`config.mk`:
```
export PLATFORM = sky130hd
export DESIGN_NAME = halt_wdog
export DESIGN_NICKNAME = d
export VERILOG_FILES = /design/src/rtl/halt_wdog_pkg.sv /design/src/rtl/halt_wdog_prescale.sv /design/src/rtl/halt_wdog_count.sv /design/src/rtl/halt_wdog_regs.sv /design/src/rtl/halt_wdog.sv
export SDC_FILE = /design/constraint.sdc
export NUM_CORES = 1
export LEC_CHECK = 0
export BUFFER_PORTS_ARGS = -buffer_cell sky130_fd_sc_hd__buf_2
export CORE_ASPECT_RATIO = 0.75
export CORE_MARGIN = 2
export CORE_UTILIZATION = 40
export CTS_BUF_LIST = sky130_fd_sc_hd__clkbuf_8
export DETAILED_ROUTE_END_ITERATION = 6
export GPL_TIMING_DRIVEN = 0
export PLACE_DENSITY = 0.59
export SETUP_SLACK_MARGIN = 0.2
export SLEW_MARGIN = 15
export SYNTH_ARGS = -nofsm -noshare
export SYNTH_HDL_FRONTEND = slang
export SYNTH_SLANG_ARGS = --single-unit
export TNS_END_PERCENT = 10
```
`constraint.sdc`:
```
create_clock -name clk -period 5.71 [get_ports clk]
set_input_delay 1.142 -clock clk [delete_from_list [all_inputs] [get_ports clk]]
set_output_delay 1.142 -clock clk [all_outputs]
set_load 0.005 [all_outputs]
```
`src/rtl/halt_wdog_pkg.sv`:
```
`timescale 1ns/1ps
package halt_wdog_pkg;
  localparam int unsigned DATA_W = 16;

  // halfword indices inside the 32-byte window
  localparam logic [3:0] IDX_COUNT = 4'h0;
  localparam logic [3:0] IDX_STS_A = 4'h2;
  localparam logic [3:0] IDX_STS_B = 4'h3;
  localparam logic [3:0] IDX_CTRL  = 4'h4;
  localparam logic [3:0] IDX_INIT  = 4'h9;

  localparam int unsigned HALT_BIT  = 11;
  localparam int unsigned INHIB_BIT = 1;

  typedef struct packed {
    logic              wr;
    logic              rd;
    logic [3:0]        idx;
    logic [1:0]        be;
    logic [DATA_W-1:0] data;
  } wdog_req_t;

  function automatic logic [DATA_W-1:0] lane_merge(
    input logic [DATA_W-1:0] old_v,
    input logic [DATA_W-1:0] new_v,
    input logic [1:0]        be
  );
    logic [DATA_W-1:0] r;
    r[7:0]  = be[0] ? new_v[7:0]  : old_v[7:0];
    r[15:8] = be[1] ? new_v[15:8] : old_v[15:8];
    return r;
  endfunction
endpackage

```
`src/rtl/halt_wdog_prescale.sv`:
```
`timescale 1ns/1ps
module halt_wdog_prescale #(
  parameter int unsigned DIV = 4
) (
  input  logic clk,
  input  logic rst_n,
  input  logic hold,
  input  logic restart,
  output logic tick
);
  localparam int unsigned PW = (DIV > 2) ? $clog2(DIV) : 1;
  localparam logic [PW-1:0] LAST = PW'(DIV - 1);

  logic [PW-1:0] pre_q;
  logic          at_last;

  assign at_last = (pre_q == LAST);
  assign tick    = !hold && !restart && at_last;

  always_ff @(posedge clk) begin
    if (!rst_n)                 pre_q <= '0;
    else if (hold || restart)   pre_q <= '0;
    else if (at_last)           pre_q <= '0;
    else                        pre_q <= pre_q + 1'b1;
  end
endmodule

```
`src/rtl/halt_wdog_count.sv`:
```
`timescale 1ns/1ps
module halt_wdog_count #(
  parameter int unsigned CNT_W      = 10,
  parameter int unsigned INIT_RESET = 4
) (
  input  logic             clk,
  input  logic             rst_n,
  input  logic             tick,
  input  logic             reload,
  input  logic             inhib,
  input  logic [CNT_W-1:0] init_val,
  output logic [CNT_W-1:0] count,
  output logic             first_exp,
  output logic             second_exp,
  output logic             irq,
  output logic             rst_req
);
  logic [CNT_W-1:0] count_q;
  logic             armed_q;
  logic             expire;

  assign expire     = tick && (count_q == '0);
  assign first_exp  = expire && !armed_q;
  assign second_exp = expire && armed_q;
  assign count      = count_q;

  always_ff @(posedge clk) begin
    if (!rst_n) begin
      count_q <= CNT_W'(INIT_RESET);
      armed_q <= 1'b0;
      irq     <= 1'b0;
      rst_req <= 1'b0;
    end else begin
      irq     <= first_exp;
      rst_req <= second_exp && !inhib;
      if (reload) begin
        count_q <= init_val;
        armed_q <= 1'b0;
      end else if (expire) begin
        count_q <= init_val;
        armed_q <= !armed_q;
      end else if (tick) begin
        count_q <= count_q - 1'b1;
      end
    end
  end
endmodule

```
`src/rtl/halt_wdog_regs.sv`:
```
`timescale 1ns/1ps
module halt_wdog_regs
  import halt_wdog_pkg::*;
#(
  parameter int unsigned CNT_W      = 10,
  parameter int unsigned INIT_RESET = 4,
  parameter int unsigned INIT_MIN   = 4
) (
  input  logic              clk,
  input  logic              rst_n,
  input  wdog_req_t         req,
  input  logic [CNT_W-1:0]  count,
  input  logic              set_tmo,
  input  logic              set_sec,
  input  logic              set_boot,
  output logic              rsp_valid,
  output logic [DATA_W-1:0] rsp_data,
  output logic              reload,
  output logic              halt,
  output logic              inhib,
  output logic [CNT_W-1:0]  init_val,
  output logic              timeout
);
  logic [DATA_W-1:0] init_q;
  logic [DATA_W-1:0] init_merged;
  logic              halt_q, inhib_q;
  logic              tmo_q, sec_q, boot_q;
  logic              wr_init, wr_ctrl, clr_a0, clr_b0, clr_b1;
  logic [DATA_W-1:0] rdata;

  assign init_merged = lane_merge(init_q, req.data, req.be);
  assign wr_init = req.wr && (req.idx == IDX_INIT);
  assign wr_ctrl = req.wr && (req.idx == IDX_CTRL);
  assign clr_a0  = req.wr && (req.idx == IDX_STS_A) && req.be[0] && req.data[0];
  assign clr_b0  = req.wr && (req.idx == IDX_STS_B) && req.be[0] && req.data[0];
  assign clr_b1  = req.wr && (req.idx == IDX_STS_B) && req.be[0] && req.data[1];

  assign reload   = req.wr && (req.idx == IDX_COUNT);
  assign halt     = halt_q;
  assign inhib    = inhib_q;
  assign init_val = init_q[CNT_W-1:0];
  assign timeout  = tmo_q;

  always_ff @(posedge clk) begin
    if (!rst_n) begin
      init_q  <= DATA_W'(INIT_RESET);
      halt_q  <= 1'b1;
      inhib_q <= 1'b1;
    end else begin
      if (wr_init) begin
        init_q[DATA_W-1:CNT_W] <= init_merged[DATA_W-1:CNT_W];
        if (init_merged[CNT_W-1:0] >= CNT_W'(INIT_MIN))
          init_q[CNT_W-1:0] <= init_merged[CNT_W-1:0];
      end
      if (wr_ctrl && req.be[1]) halt_q  <= req.data[HALT_BIT];
      if (wr_ctrl && req.be[0]) inhib_q <= req.data[INHIB_BIT];
    end
  end

  // status: a set in the same cycle overrides a clear
  always_ff @(posedge clk) begin
    if (!rst_n) begin
      tmo_q  <= 1'b0;
      sec_q  <= 1'b0;
      boot_q <= 1'b0;
    end else begin
      tmo_q  <= set_tmo  || (tmo_q  && !clr_a0);
      sec_q  <= set_sec  || (sec_q  && !clr_b0);
      boot_q <= set_boot || (boot_q && !clr_b1);
    end
  end

  always_comb begin
    rdata = '0;
    unique case (req.idx)
      IDX_COUNT: rdata = DATA_W'(count);
      IDX_STS_A: rdata = {15'b0, tmo_q};
      IDX_STS_B: rdata = {14'b0, boot_q, sec_q};
      IDX_CTRL: begin
        rdata[HALT_BIT]  = halt_q;
        rdata[INHIB_BIT] = inhib_q;
      end
      IDX_INIT:  rdata = init_q;
      default:   rdata = '0;
    endcase
  end

  always_ff @(posedge clk) begin
    if (!rst_n) begin
      rsp_valid <= 1'b0;
      rsp_data  <= '0;
    end else begin
      rsp_valid <= req.rd;
      if (req.rd) rsp_data <= rdata;
    end
  end
endmodule

```
`src/rtl/halt_wdog.sv`:
```
`timescale 1ns/1ps
module halt_wdog
  import halt_wdog_pkg::*;
#(
  parameter int unsigned PRESCALE_DIV = 60_000_000,
  parameter int unsigned CNT_W        = 10,
  parameter int unsigned INIT_RESET   = 4,
  parameter int unsigned INIT_MIN     = 4
) (
  input  logic        clk,
  input  logic        rst_n,
  input  logic        bus_valid,
  output logic        bus_ready,
  input  logic        bus_write,
  input  logic [3:0]  bus_hw_addr,
  input  logic [1:0]  bus_be,
  input  logic [15:0] bus_wdata,
  output logic        rsp_valid,
  output logic [15:0] rsp_data,
  output logic        timeout_o,
  output logic        irq_o,
  output logic        rst_req_o
);
  wdog_req_t        req;
  logic             tick_w, reload_w, halt_w, inhib_w;
  logic [CNT_W-1:0] count_w, init_w;
  logic             first_w, second_w;

  assign bus_ready = 1'b1;
  assign req.wr   = bus_valid && bus_ready && bus_write;
  assign req.rd   = bus_valid && bus_ready && !bus_write;
  assign req.idx  = bus_hw_addr;
  assign req.be   = bus_be;
  assign req.data = bus_wdata;

  halt_wdog_prescale #(.DIV(PRESCALE_DIV)) pre_i (
    .clk(clk), .rst_n(rst_n), .hold(halt_w), .restart(reload_w), .tick(tick_w)
  );

  halt_wdog_count #(.CNT_W(CNT_W), .INIT_RESET(INIT_RESET)) cnt_i (
    .clk(clk), .rst_n(rst_n), .tick(tick_w), .reload(reload_w), .inhib(inhib_w),
    .init_val(init_w), .count(count_w), .first_exp(first_w),
    .second_exp(second_w), .irq(irq_o), .rst_req(rst_req_o)
  );

  halt_wdog_regs #(.CNT_W(CNT_W), .INIT_RESET(INIT_RESET), .INIT_MIN(INIT_MIN)) reg_i (
    .clk(clk), .rst_n(rst_n), .req(req), .count(count_w),
    .set_tmo(first_w), .set_sec(second_w), .set_boot(second_w && !inhib_w),
    .rsp_valid(rsp_valid), .rsp_data(rsp_data), .reload(reload_w),
    .halt(halt_w), .inhib(inhib_w), .init_val(init_w), .timeout(timeout_o)
  );
endmodule

```
Word level (Yosys, flattened, before mapping)
Index checks and enable logic that the tools add are counted.

storage, ports and cells
  input bits = 26
  word-level logic and storage cells = 75
  output and inout port bits = 21
  bits in registers = 77

cells by class
  $lt $le $gt $ge = 1
  bitwise logic cells = 1
  $add $sub $neg = 2
  eq/ne operators = 5
  reduce and logical (&&, ||, !) cells = 42
  mux-type cells = 10

operators by type and width
  cell                                                                                   number
  10-bit 2-to-1 mux                                                                      3
  26-bit by 1-bit adder with 26-bit output (second input constant)                       1
  26-bit == test (second input constant)                                                 1
  1-bit logical AND                                                                      23
  9-bit case mux with 2 select lines                                                     1
  10-bit by 3-bit greater-or-equal comparator with 1-bit output (second input constant)  1
  10-bit logical NOT                                                                     1
  10-bit by 1-bit subtractor with 10-bit output (second input constant)                  1
  4-bit by 2-bit == test with 1-bit output (second input constant)                       2
  1-bit logical NOT                                                                      8
  8-bit 2-to-1 mux                                                                       1
  1-bit case mux with 4 select lines                                                     2
  4-bit by 3-bit == test with 1-bit output (second input constant)                       1
  4-bit == test (second input constant)                                                  1
  4-bit logical NOT                                                                      1
  1-bit logical OR                                                                       4
  4-bit 2-to-1 mux                                                                       1
  2-bit AND reduction                                                                    2
  3-bit nonzero test                                                                     1
  3-bit OR reduction                                                                     1
  2-bit 2-to-1 mux                                                                       1
  1-bit case mux with 2 select lines                                                     1
  2-bit OR reduction                                                                     1
  1-bit NOT                                                                              1

Logic depth before layout (Yosys ltp)
Gate-level depths: netlist of run 1.

  depth after elaboration = 9
  depth in mapped cells = 8
  gate-level depth less buffers = 7

Hierarchy
From an unflattened synthesis of run 1, not the netlist that was laid out.

unflattened totals
  cells, all modules = 441
  area, all modules = 3898.7 µm²

modules (own cells, without submodules)
  module              seq. area each (µm²)  instances  area each (µm²)  cells each
  halt_wdog_regs      760.7                 1          1829.3           198
  halt_wdog_prescale  520.5                 1          1239.9           142
  halt_wdog_count     260.2                 1          795.8            96
  halt_wdog           0.0                   1          33.8             5

Least setup slack after synthesis of run 1
No wires, ideal clock.

  kind = input-to-reg
  from = input port bus_hw_addr[0]
  to = register pre_i.pre_q[10]
  buffers on the path = 2
  cell stages on the path = 7
  path slack = 2.752 ns
  required time = 5.582 ns
  library setup time = 0.128 ns
  arrival = 2.831 ns
  cells stage by stage = clkbuf_1 nor4_2 and3_1 nor2_1 o211ai_1 clkbuf_1 nor2_1

between the ends
  cells in the longest elaborated chain, start to end = 4

ends and longest elaborated chain
  item                          RTL line                  RTL
  start: declaration            halt_wdog.sv:15           input logic [3:0] bus_hw_addr,
  4-bit logical NOT             halt_wdog_regs.sv:38      assign reload = req.wr && (req.idx == IDX_COUNT);
  1-bit logical AND             halt_wdog_regs.sv:38
  1-bit logical OR              halt_wdog_prescale.sv:22  else if (hold || restart) pre_q <= '0;
  3-bit OR reduction (no line)  n/a
  end signal: assignment        halt_wdog_prescale.sv:24  else pre_q <= pre_q + 1'b1;
  end: declaration              halt_wdog_prescale.sv:14  logic [PW-1:0] pre_q;

Every way passes these cells.
A chain may end at the register's enable or synchronous reset.

Final worst setup path of run 1
  from = input port bus_hw_addr[2]
  to = register pre_i.pre_q[12]

Same word-level chain as after synthesis.

==> impl_metrics.tcl, run 1 <==
set metrics [dict create \
    seq_power_share_pct 51.0 \
    slowest_stage "nor4_2" \
    leakagePower_nw 1.49 \
    synth_area_per_cell_um2 8.27 \
    cts_num_sinks 77 \
    synthMuxAreaShare_pct 0.831 \
    via_per_inst 5.54 \
    antenna_left 0 \
    synth_most_common_cell "dfxtp_1" \
    crit_type "input port to flop" \
    drc_errors 0 \
    rr_endpoint "reg_i.boot_q" \
    antennaDiodeCount 0 \
    synth_top_family_by_area "simple AND/OR/NAND/NOR gates" \
    hp-class "flop to flop" \
    vias 3342 \
    syn_to_final_growth_pct 15.8 \
    fmax_ghz 0.311 \
    gp_congestion 0.849 \
    clk_latency_ps 370 \
    post_drt_wl_per_cell_um 16.0 \
    start_util_pct 42.0 \
    ys_ff_latch 77 \
    synth_top_area_cell "dfxtp_1" \
    drt-initial-drc-count 235 \
    num_io_pins 47 \
    reg2regPathDepth 6 \
    synthesis.nets 466 \
    critPathRequiredTime_ps 5950 \
    relSlewSlack_pct 24.7 \
    cp_max_fo 10 \
    ys_types 53 \
    core_um2 8600 \
    netlist_area_um2 3610 \
    netlist_top_cells_count "77 x dfxtp_1, 48 x nor2_1, 45 x nand2_1" \
    worstHoldStart "reg_i.rsp_data[14]" \
    die_h_um 86.3 \
    die_width_um 114 \
    p_per_area_nw_per_um2 255 \
    fp-row-count 29 \
    root_buffer "clkbuf_8" \
    cp_top_family "simple AND/OR/NAND/NOR gates" \
    final.fill_count 848 \
    fin_tns_setup_ps 0 \
    ir_drop_uv 174 \
    layout-drive-gt1-share_pct 15.4 \
    power.switching_mw 0.238 \
    synth_edf_count 0 \
    dpl.hpwl_um 7240 \
    first_pass_iters 5 \
    synth_flop_cell "dfxtp_1" \
    nNetsFinal 519 \
    tightest_slew_ps 1120 \
    postCtsHoldBufs 0 \
    worst-path-buf-inv 2 \
    setup_violations 0 \
    total_power_mw 1.07 \
    hold_violations 0 \
    fin_crit_sh_pct 56.3 \
    synth-compound-area-share_pct 15.1 \
    clockBufferDepth 2 \
    slew_viol_final 0 \
    grt_max_degree 13 \
    final.min_clock_period_ps 3210 \
    swShare_pct 22.3 \
    r2r_start "cnt_i.count[0]" \
    cap_violations 0 \
    postCtsSetupRepairBufs 0 \
    path_clk_slew_ps 80 \
    holdPathEnd "reg_i.rsp_data[14]" \
    status "complete, no violations" \
    cts_buffers 9 \
    clock_power_share_pct 43.5 \
    cts_tree "done" \
    drt_wl_total_um 9640 \
    rsz0062_at_grt "false" \
    holdPathStages 2 \
    yosysWarningCount 0 \
    critical_path.max_stage_delay_ps 750 \
    synthArstFlopShare_pct 0 \
    worstSetupStartpointType "input port" \
    synth_fa_ha_area_share_pct 1.04 \
    synth_area_leaders "dfxtp_1 43%, nand3_1 5.8%, nor2_1 5.0%" \
    grtUsageTotal_pct 20.4 \
    antenna_found_initial 0 \
    synth_top_area_share_pct 42.7 \
    grt_pass1_wl_um 15300 \
    ctsResizeCount 0 \
    synth_xor_area_share_pct 6.79 \
    end_kind "flop" \
    path_cells "clkbuf_1 -> nor4_2 -> and3_1 -> nor2_1 -> o211ai_1 -> clkbuf_1 -> nor2_1" \
    internal-power_mw 0.831 \
    h-tree-depth 3 \
    first_global_vias 2955 \
    r2r_setup_slack_ps 2870 \
    synthCells 437 \
    die_area_um2 9820 \
    pwr-share-comb_pct 5.5 \
    worstPathArrival_ps 3460 \
    io_buffers 42 \
    skew_ps 6.33 \
    synth_seq_area_share_pct 42.7 \
    grt.overflow.total 0 \
    yosys.area_share.simple_pct 29.3 \
]
[per-stage QoR]
stage	hold slack [ps]	instance area, um2	utilization [%]	std cells	worst slack [ps]
floorplan	430	3610	-	437	2750
global placement	438	3960	46.0	587	2160
detailed placement	442	3960	46.0	587	2120
CTS	452	4180	48.7	603	2520
global route	473	4180	48.7	603	2240
finish	452	4180	48.7	603	2500
[cell families after synthesis]
family,count (synthesis)
compound gates,83
xor+xnor,28
fa+ha+maj,3
buf+inv,38
flops,77
mux,3
other cells,1
simple gates,204
[worst register-to-register path, delay by kind of cell (launching register included)]
kind | cells | cell delay, ps
adder cells (fa/ha/maj) | 1 | 160
AND/OR/NAND/NOR | 3 | 1710
AO/OA/AOI/OAI | 1 | 400
buffers and inverters | 1 | 120
flip-flops | 1 | 340
[state kept, by name, indices dropped and copies added (netlist names)]
name,count
reg_i.init_q,16
reg_i.rsp_data,16
reg_i.halt,1
cnt_i.armed_q,1
pre_i.pre_q,26
reg_i.timeout,1
cnt_i.count,10
reg_i.sec_q,1
cnt_i.irq,1
reg_i.inhib,1
reg_i.rsp_valid,1
cnt_i.rst_req,1
reg_i.boot_q,1
[power by group through the flow]
stage          clock network (mW)  registers (mW)  logic (mW)
3_5_place_dp                    0           0.558      0.0584
4_1_cts                     0.479           0.545      0.0585
6_report                    0.465           0.545      0.0588
2_1_floorplan                   0           0.557      0.0329
3_3_place_gp                    0           0.557      0.0573
5_1_grt                     0.501           0.546      0.0659
[cells in the final DEF (no fill, tap or decap), types with 5 or more instances in the layout]
| master | n |
|---|---|
| a21oi_1 | 19 |
| a221oi_1 | 9 |
| a31oi_1 | 6 |
| and3_1 | 7 |
| buf_2 | 47 |
| clkbuf_1 | 20 |
| clkbuf_8 | 11 |
| dfxtp_1 | 77 |
| inv_1 | 13 |
| nand2_1 | 45 |
| nand3_1 | 42 |
| nand4_1 | 12 |
| nor2_1 | 48 |
| nor3_1 | 15 |
| o211ai_1 | 5 |
| o21ai_0 | 21 |
| or3_1 | 6 |
| xnor2_1 | 9 |
| xor2_1 | 19 |
[routing by layer]
layer / share of wire, % / GRT usage (%) / up-vias / wire, um
li1: - / - / 1692 / -
met1: 54 / 32.2 / 1552 / 5170
met2: 39 / 26.0 / 86 / 3720
met3: 6.2 / 5.45 / 12 / 594
met4: 1.6 / 6.65 / 0 / 155
met5: 0 / 0 / - / 0
[worst max-delay path by stage]
stage | startpoint | to | slack (ps) | cells past startpoint
3_5_place_dp | bus_hw_addr[2] | pre_i.pre_q[12] | 2120 | 7
2_1_floorplan | bus_hw_addr[0] | pre_i.pre_q[10] | 2750 | 7
5_1_grt | bus_hw_addr[2] | pre_i.pre_q[12] | 2240 | 7
6_report | bus_hw_addr[2] | pre_i.pre_q[12] | 2500 | 7
3_3_place_gp | bus_hw_addr[2] | pre_i.pre_q[16] | 2160 | 7
4_1_cts | bus_hw_addr[2] | pre_i.pre_q[12] | 2520 | 7
[area by class of cell]
cell class,count,area (um2),share of cell area [%]
multi-input cells,322,1920,45.9
flip-flops and latches,77,1540,36.8
repair buffers,42,210,5.02
clock buffers,11,151,3.62
well taps,108,135,3.23
plain buffers,26,108,2.57
clock inverters,5,73.8,1.76
inverters,12,45.0,1.08
Note: power is estimated with default switching activity, not from simulation.
==> run 2: changes to the inputs <==
- ABC_AREA: default -> 1
- PLACE_DENSITY: 0.59 -> 0.61
- clock period: 5.71 -> 2.75 ns (I/O delays scaled with it)
==> run 2 against run 1 <==
  * Synthesized area rose by 11%
  * Non-clock buffer count shrank 6
  * Sequential power up 110%
  * Clock power is 110% higher
  * Via count up 13%
  * Critical path depth is 3 higher
  * Power increased by 110%
  * Global-route usage decreased by 0.79 points
  * Register-to-register slack worse by 1900 ps
  * Synthesized cell count is 26% higher
  * Final cell count increased by 24%
  * Hold slack worse by 13 ps
  * Critical endpoint is now pre_i.pre_q[20]
  * Highest routed layer unchanged
==> impl_metrics.tcl, run 2 <==
set metrics [dict create \
    dpl.hpwl_um 7650 \
    synth_flop_cell "dfxtp_1" \
    synth_seq_area_share_pct 38.6 \
    drt_wl_total_um 10100 \
    gp_congestion 0.914 \
    cts_buffers 9 \
    leakagePower_nw 1.99 \
    hold_violations 0 \
    antennaDiodeCount 0 \
    ctsResizeCount 0 \
    root_buffer "clkbuf_8" \
    postCtsSetupRepairBufs 0 \
    num_io_pins 47 \
    reg.largest.list "pre_i.pre_q: 26 flops, reg_i.init_q: 16 flops, reg_i.rsp_data: 16 flops" \
    multi_input_comb_area_um2 2020 \
    setup_violations 0 \
    drt-initial-drc-count 214 \
    worstSetupStartpoint "pre_i.pre_q[0]" \
    relSlewSlack_pct 56.8 \
    h-tree-depth 3 \
    drc_errors 0 \
    fmax_ghz 0.572 \
    yosysWarningCount 0 \
    ys_ff_latch 77 \
    io_buffers 45 \
    path_cells "ha_1 -> nand2_1 -> nor2_4 -> nand2_4 -> inv_1 -> nand2_1 -> nor2_1 -> nand4_1 -> o21ai_0 -> a21oi_1" \
    grt_pass1_wl_um 16800 \
    start_util_pct 41.2 \
    via_per_inst 5.08 \
    first_global_vias 3479 \
    grtUsageTotal_pct 19.6 \
    path_clk_slew_ps 80 \
    worstSetupStartpointType "flop" \
    most-common-layout-cells "86 x nand2_1, 77 x dfxtp_1, 76 x inv_1" \
    synthesis.nets 581 \
    crit_top_cell "nand2_1" \
    crit_type "flop to flop" \
    core_um2 9700 \
    ir_drop_uv 279 \
    netlist_area_um2 4000 \
    r2r_start "pre_i.pre_q[0]" \
    rsz0062_at_grt "false" \
    end_kind "flop" \
    first_pass_iters 5 \
    synth_area_leaders "dfxtp_1 39%, nand2_1 8.1%, inv_1 7.0%" \
    top_register "pre_i.pre_q" \
    reg2regPathDepth 10 \
    postCtsHoldBufs 0 \
    critical_path.max_stage_delay_ps 350 \
    antenna_found_initial 0 \
    stdcell_area_um2 4610 \
    largest_reg_flops 26 \
    critPathCapture "pre_i.pre_q[20]" \
    slew_viol_final 0 \
    final.min_clock_period_ps 1750 \
    skew_ps 11.9 \
    grt_max_degree 14 \
    synthCells 552 \
    fin_tns_setup_ps 0 \
    tightest_slew_ps 648 \
    status "complete, no violations" \
    clockBufferDepth 2 \
    hp-class "input port to flop" \
    ys_types 49 \
    r2r_setup_slack_ps 1000 \
    final_common_cell "nand2_1" \
    fp-row-count 31 \
    netlist_top_cells_count "86 x nand2_1, 77 x dfxtp_1, 75 x inv_1" \
    p_per_area_nw_per_um2 486 \
    post_drt_wl_per_cell_um 13.6 \
    fin_crit_sh_pct 63.6 \
    synth_top_area_share_pct 38.6 \
    die_h_um 90.6 \
    nNetsFinal 637 \
    synth_top_area_cell "dfxtp_1" \
    synth_edf_count 0 \
    cap_violations 0 \
    cts_num_sinks 77 \
    final_util_pct 47.5 \
    final.fill_count 1011 \
    synth_most_common_cell "nand2_1" \
    cp_max_fo 6 \
    die_width_um 119 \
    rr_endpoint "pre_i.pre_q[20]" \
    register_area_um2 1540 \
    die_area_um2 10800 \
    clk_latency_ps 360 \
    antenna_left 0 \
    vias 3782 \
    synth_area_per_cell_um2 7.24 \
    grt.overflow.total 0 \
    placed_cell_area_um2 4390 \
    syn_to_final_growth_pct 15.4 \
    slowest_stage "dfxtp_1" \
    cts_tree "done" \
    worstPathArrival_ps 1990 \
    layout-drive-gt1-share_pct 19.2 \
    synthArstFlopShare_pct 0 \
    critPathRequiredTime_ps 2990 \
]
run 2: kinds of logic (layout without fill, tap and decap cells):
family	count (synthesis)	after routing	synth area share, %
AOI/OAI and AO/OA	107	107	15.4
DFF	77	77	38.6
other	1	1	0.0939
adders and majority gates	3	3	0.940
xor gates and xnor gates	10	10	2.19
buffers and inverters	101	162	10.8
and+or+nand+nor	253	253	32.0
run 2: worst min-delay path by stage:
stage          cells after the start         endpoint           start  slack (ps)
2_1_floorplan                      1   pre_i.pre_q[0]  pre_i.pre_q[0]         420
3_5_place_dp                       1   pre_i.pre_q[0]  pre_i.pre_q[0]         440
6_report                           3  reg_i.init_q[1]    bus_wdata[1]         440
3_3_place_gp                       1   pre_i.pre_q[0]  pre_i.pre_q[0]         430
5_1_grt                            3  reg_i.init_q[1]    bus_wdata[1]         420
4_1_cts                            3  reg_i.init_q[1]    bus_wdata[1]         420
run 2: power breakdown:
group | total (mW) | switching (mW) | internal, mW | leakage [nW]
sequential | 1.14 | 0.00762 | 1.13 | 0.623
combinational | 0.138 | 0.0869 | 0.0509 | 1.25
clock | 0.966 | 0.432 | 0.534 | 0.110
run 2: final cells by class:
class	instances	share of cell area (%)
Multi-Input combinational cell	374	43.9
Sequential cell	77	33.4
Inverter	84	6.84
Timing Repair Buffer	45	4.88
Tap cell	132	3.58
Clock buffer	10	2.99
Buffer	17	2.52
Clock inverter	6	1.90
run 2: per-stage QoR:
stage	power (mW)	worst slack, ps	cells	hold slack (ps)
finish	2.24	1000	745	438
global route	2.34	774	745	418
CTS	2.27	948	745	416
detailed placement	1.30	566	729	441
global placement	1.30	542	729	433
floorplan	1.24	1150	552	418
run 2: routing by layer:
| layer | share of wire, % | track usage [%] | vias up |
|---|---|---|---|
| met3 | 6.2 | 4.67 | 15 |
| met5 | 0 | 0 | - |
| met2 | 42 | 28.9 | 110 |
| li1 | - | - | 1919 |
| met1 | 50 | 28.1 | 1738 |
| met4 | 1.3 | 6.27 | 0 |
run 2: worst max-delay path, delay by kind of cell (launching register included):
family / cells / cell delay [ps]
and+or+nand+nor: 6 / 770
DFF: 1 / 350
AOI/OAI and AO/OA: 2 / 240
adders and majority gates: 1 / 170
buffers and inverters: 1 / 110
==> run 3: changes to the inputs <==
- PLACE_DENSITY: 0.61 -> 0.58
- clock period: 2.75 -> 1.76 ns (I/O delays scaled with it)
==> run 3 against run 2 <==
  * Die area did not move
  * Utilization rose by 2.3 points
  * Critical path depth fell by 1
  * Routed wire length rose by 4.6%
  * Sequential cell count did not move
  * Critical path type unchanged
  * Largest power group unchanged
==> impl_metrics.tcl, run 3 (synthesized netlist as in run 2, its figures left out) <==
set metrics [dict create \
    cts_buffers 9 \
    multi_input_comb_area_um2 2110 \
    top_register "pre_i.pre_q" \
    cts_num_sinks 77 \
    die_width_um 119 \
    routed.top_layer "met4" \
    root_buffer "clkbuf_8" \
    dp_slack_ps -229 \
    num_io_pins 47 \
    cp_max_fo 4 \
    antennaDiodeCount 0 \
    p_per_area_nw_per_um2 696 \
    core_um2 9700 \
    final.fill_count 989 \
    hold_violations 0 \
    fin_tns_setup_ps 0 \
    status "complete, no violations" \
    setup_violations 0 \
    post_drt_wl_per_cell_um 13.9 \
    grt_pass1_wl_um 17400 \
    wl_met1_um 5130 \
    wl_met3_um 715 \
    cts_tree "done" \
    dr_wl_met2_um 4600 \
    vias 3910 \
    register_area_um2 1550 \
    total_power_mw 3.36 \
    fin_crit_sh_pct 92.8 \
    layout-drive-gt1-share_pct 26.0 \
    most-common-layout-cells "81 x nand2_1, 72 x inv_1, 72 x dfxtp_1" \
    die_area_um2 10800 \
    fp-row-count 31 \
    relSlewSlack_pct 59.1 \
    largest_reg_flops 26 \
    fmax_ghz 0.612 \
    gp_congestion 0.935 \
    path_clk_slew_ps 90 \
    worstPathArrival_ps 1920 \
    rsz0062_at_grt "true" \
    grtUsageTotal_pct 20.0 \
    ir_drop_uv 478 \
    dpl.hpwl_um 7800 \
    final.min_clock_period_ps 1630 \
    h-tree-depth 3 \
    nNetsFinal 654 \
    clockBufferDepth 2 \
    hp-class "input port to flop" \
    grt.overflow.total 0 \
    final_common_cell "nand2_1" \
    worstSetupStartpointType "flop" \
    skew_ps 11.4 \
    clk_latency_ps 360 \
    die_h_um 90.6 \
    drt-initial-drc-count 225 \
    end_kind "flop" \
    syn_to_final_growth_pct 20.9 \
    antenna_found_initial 0 \
    start_util_pct 41.2 \
    tightest_slew_ps 613 \
    reg.largest.list "pre_i.pre_q: 26 flops, reg_i.init_q: 16 flops, reg_i.rsp_data: 16 flops" \
    leakagePower_nw 2.09 \
    grt_max_degree 15 \
    drt_wl_total_um 10600 \
    slew_viol_final 0 \
    critPathRequiredTime_ps 2040 \
    first_pass_iters 5 \
    drc_errors 0 \
    via_per_inst 5.13 \
    first_global_vias 3609 \
    cap_violations 0 \
    antenna_left 0 \
    io_buffers 45 \
    layout_setup_ws_ps 126 \
    crit_type "flop to flop" \
]
==> run 3: layout make-up <==
| class | count | area share (%) |
|---|---|---|
| clock buffers | 9 | 2.56 |
| flip-flops and latches | 77 | 32.1 |
| plain buffers | 17 | 2.59 |
| repair buffers | 62 | 7.41 |
| multi-input cells | 374 | 43.7 |
| inverters | 84 | 6.66 |
| clock inverters | 7 | 1.55 |
| well taps | 132 | 3.42 |
==> run 3: timing repair <==
item                                    CTS  global route
endpoints found under the setup margin   42            53
gates cloned                              1             1
pin swaps                                10            13
hold buffers                              0             0
resized for setup                        16            28
hold endpoints to repair                  0             0
setup buffers                             7             8
==> run 3: metrics by stage <==
| stage | hold slack (ps) | cells | utilization, % | area, um2 |
|---|---|---|---|---|
| final | 246 | 762 | 49.8 | 4830 |
| after global routing | 257 | 762 | 49.8 | 4830 |
| after CTS | 229 | 753 | 48.5 | 4700 |
| after detailed placement | 443 | 729 | 45.2 | 4390 |
| after global placement | 435 | 729 | 45.2 | 4390 |
| after floorplan | 418 | 552 | - | 4000 |
==> run 3: worst max-delay path, cell delays in order (launching register included) <==
cell and delay, ps:
dfxtp_4 370, buf_4 110, nand3_2 100, nor2_4 150
nand2_2 90, nor2_4 200, buf_4 140, nand3_2 90
o21ai_1 150, nor3b_2 160
==> run 3: power by group <==
group	switching (mW)	internal, mW
registers	0.0122	1.76
logic	0.138	0.0816
clock network	0.708	0.659
total	0.858	2.50
==> run 3: final timing paths <==
kind                        from               to  slack, ps  depth (start not counted)
setup / recovery  pre_i.pre_q[0]  pre_i.pre_q[23]        130                          9
hold / removal      bus_wdata[1]  reg_i.init_q[1]        250                          3
setup reg to reg  pre_i.pre_q[0]  pre_i.pre_q[23]        130                          9
hold reg to reg   pre_i.pre_q[0]   pre_i.pre_q[0]        440                          1
==> run 3: metal layers <==
layer	vias up	global-route usage [%]
met2	120	29.2
met1	1821	28.2
li1	1956	-
met5	-	0
met4	0	6.47
met3	13	5.81
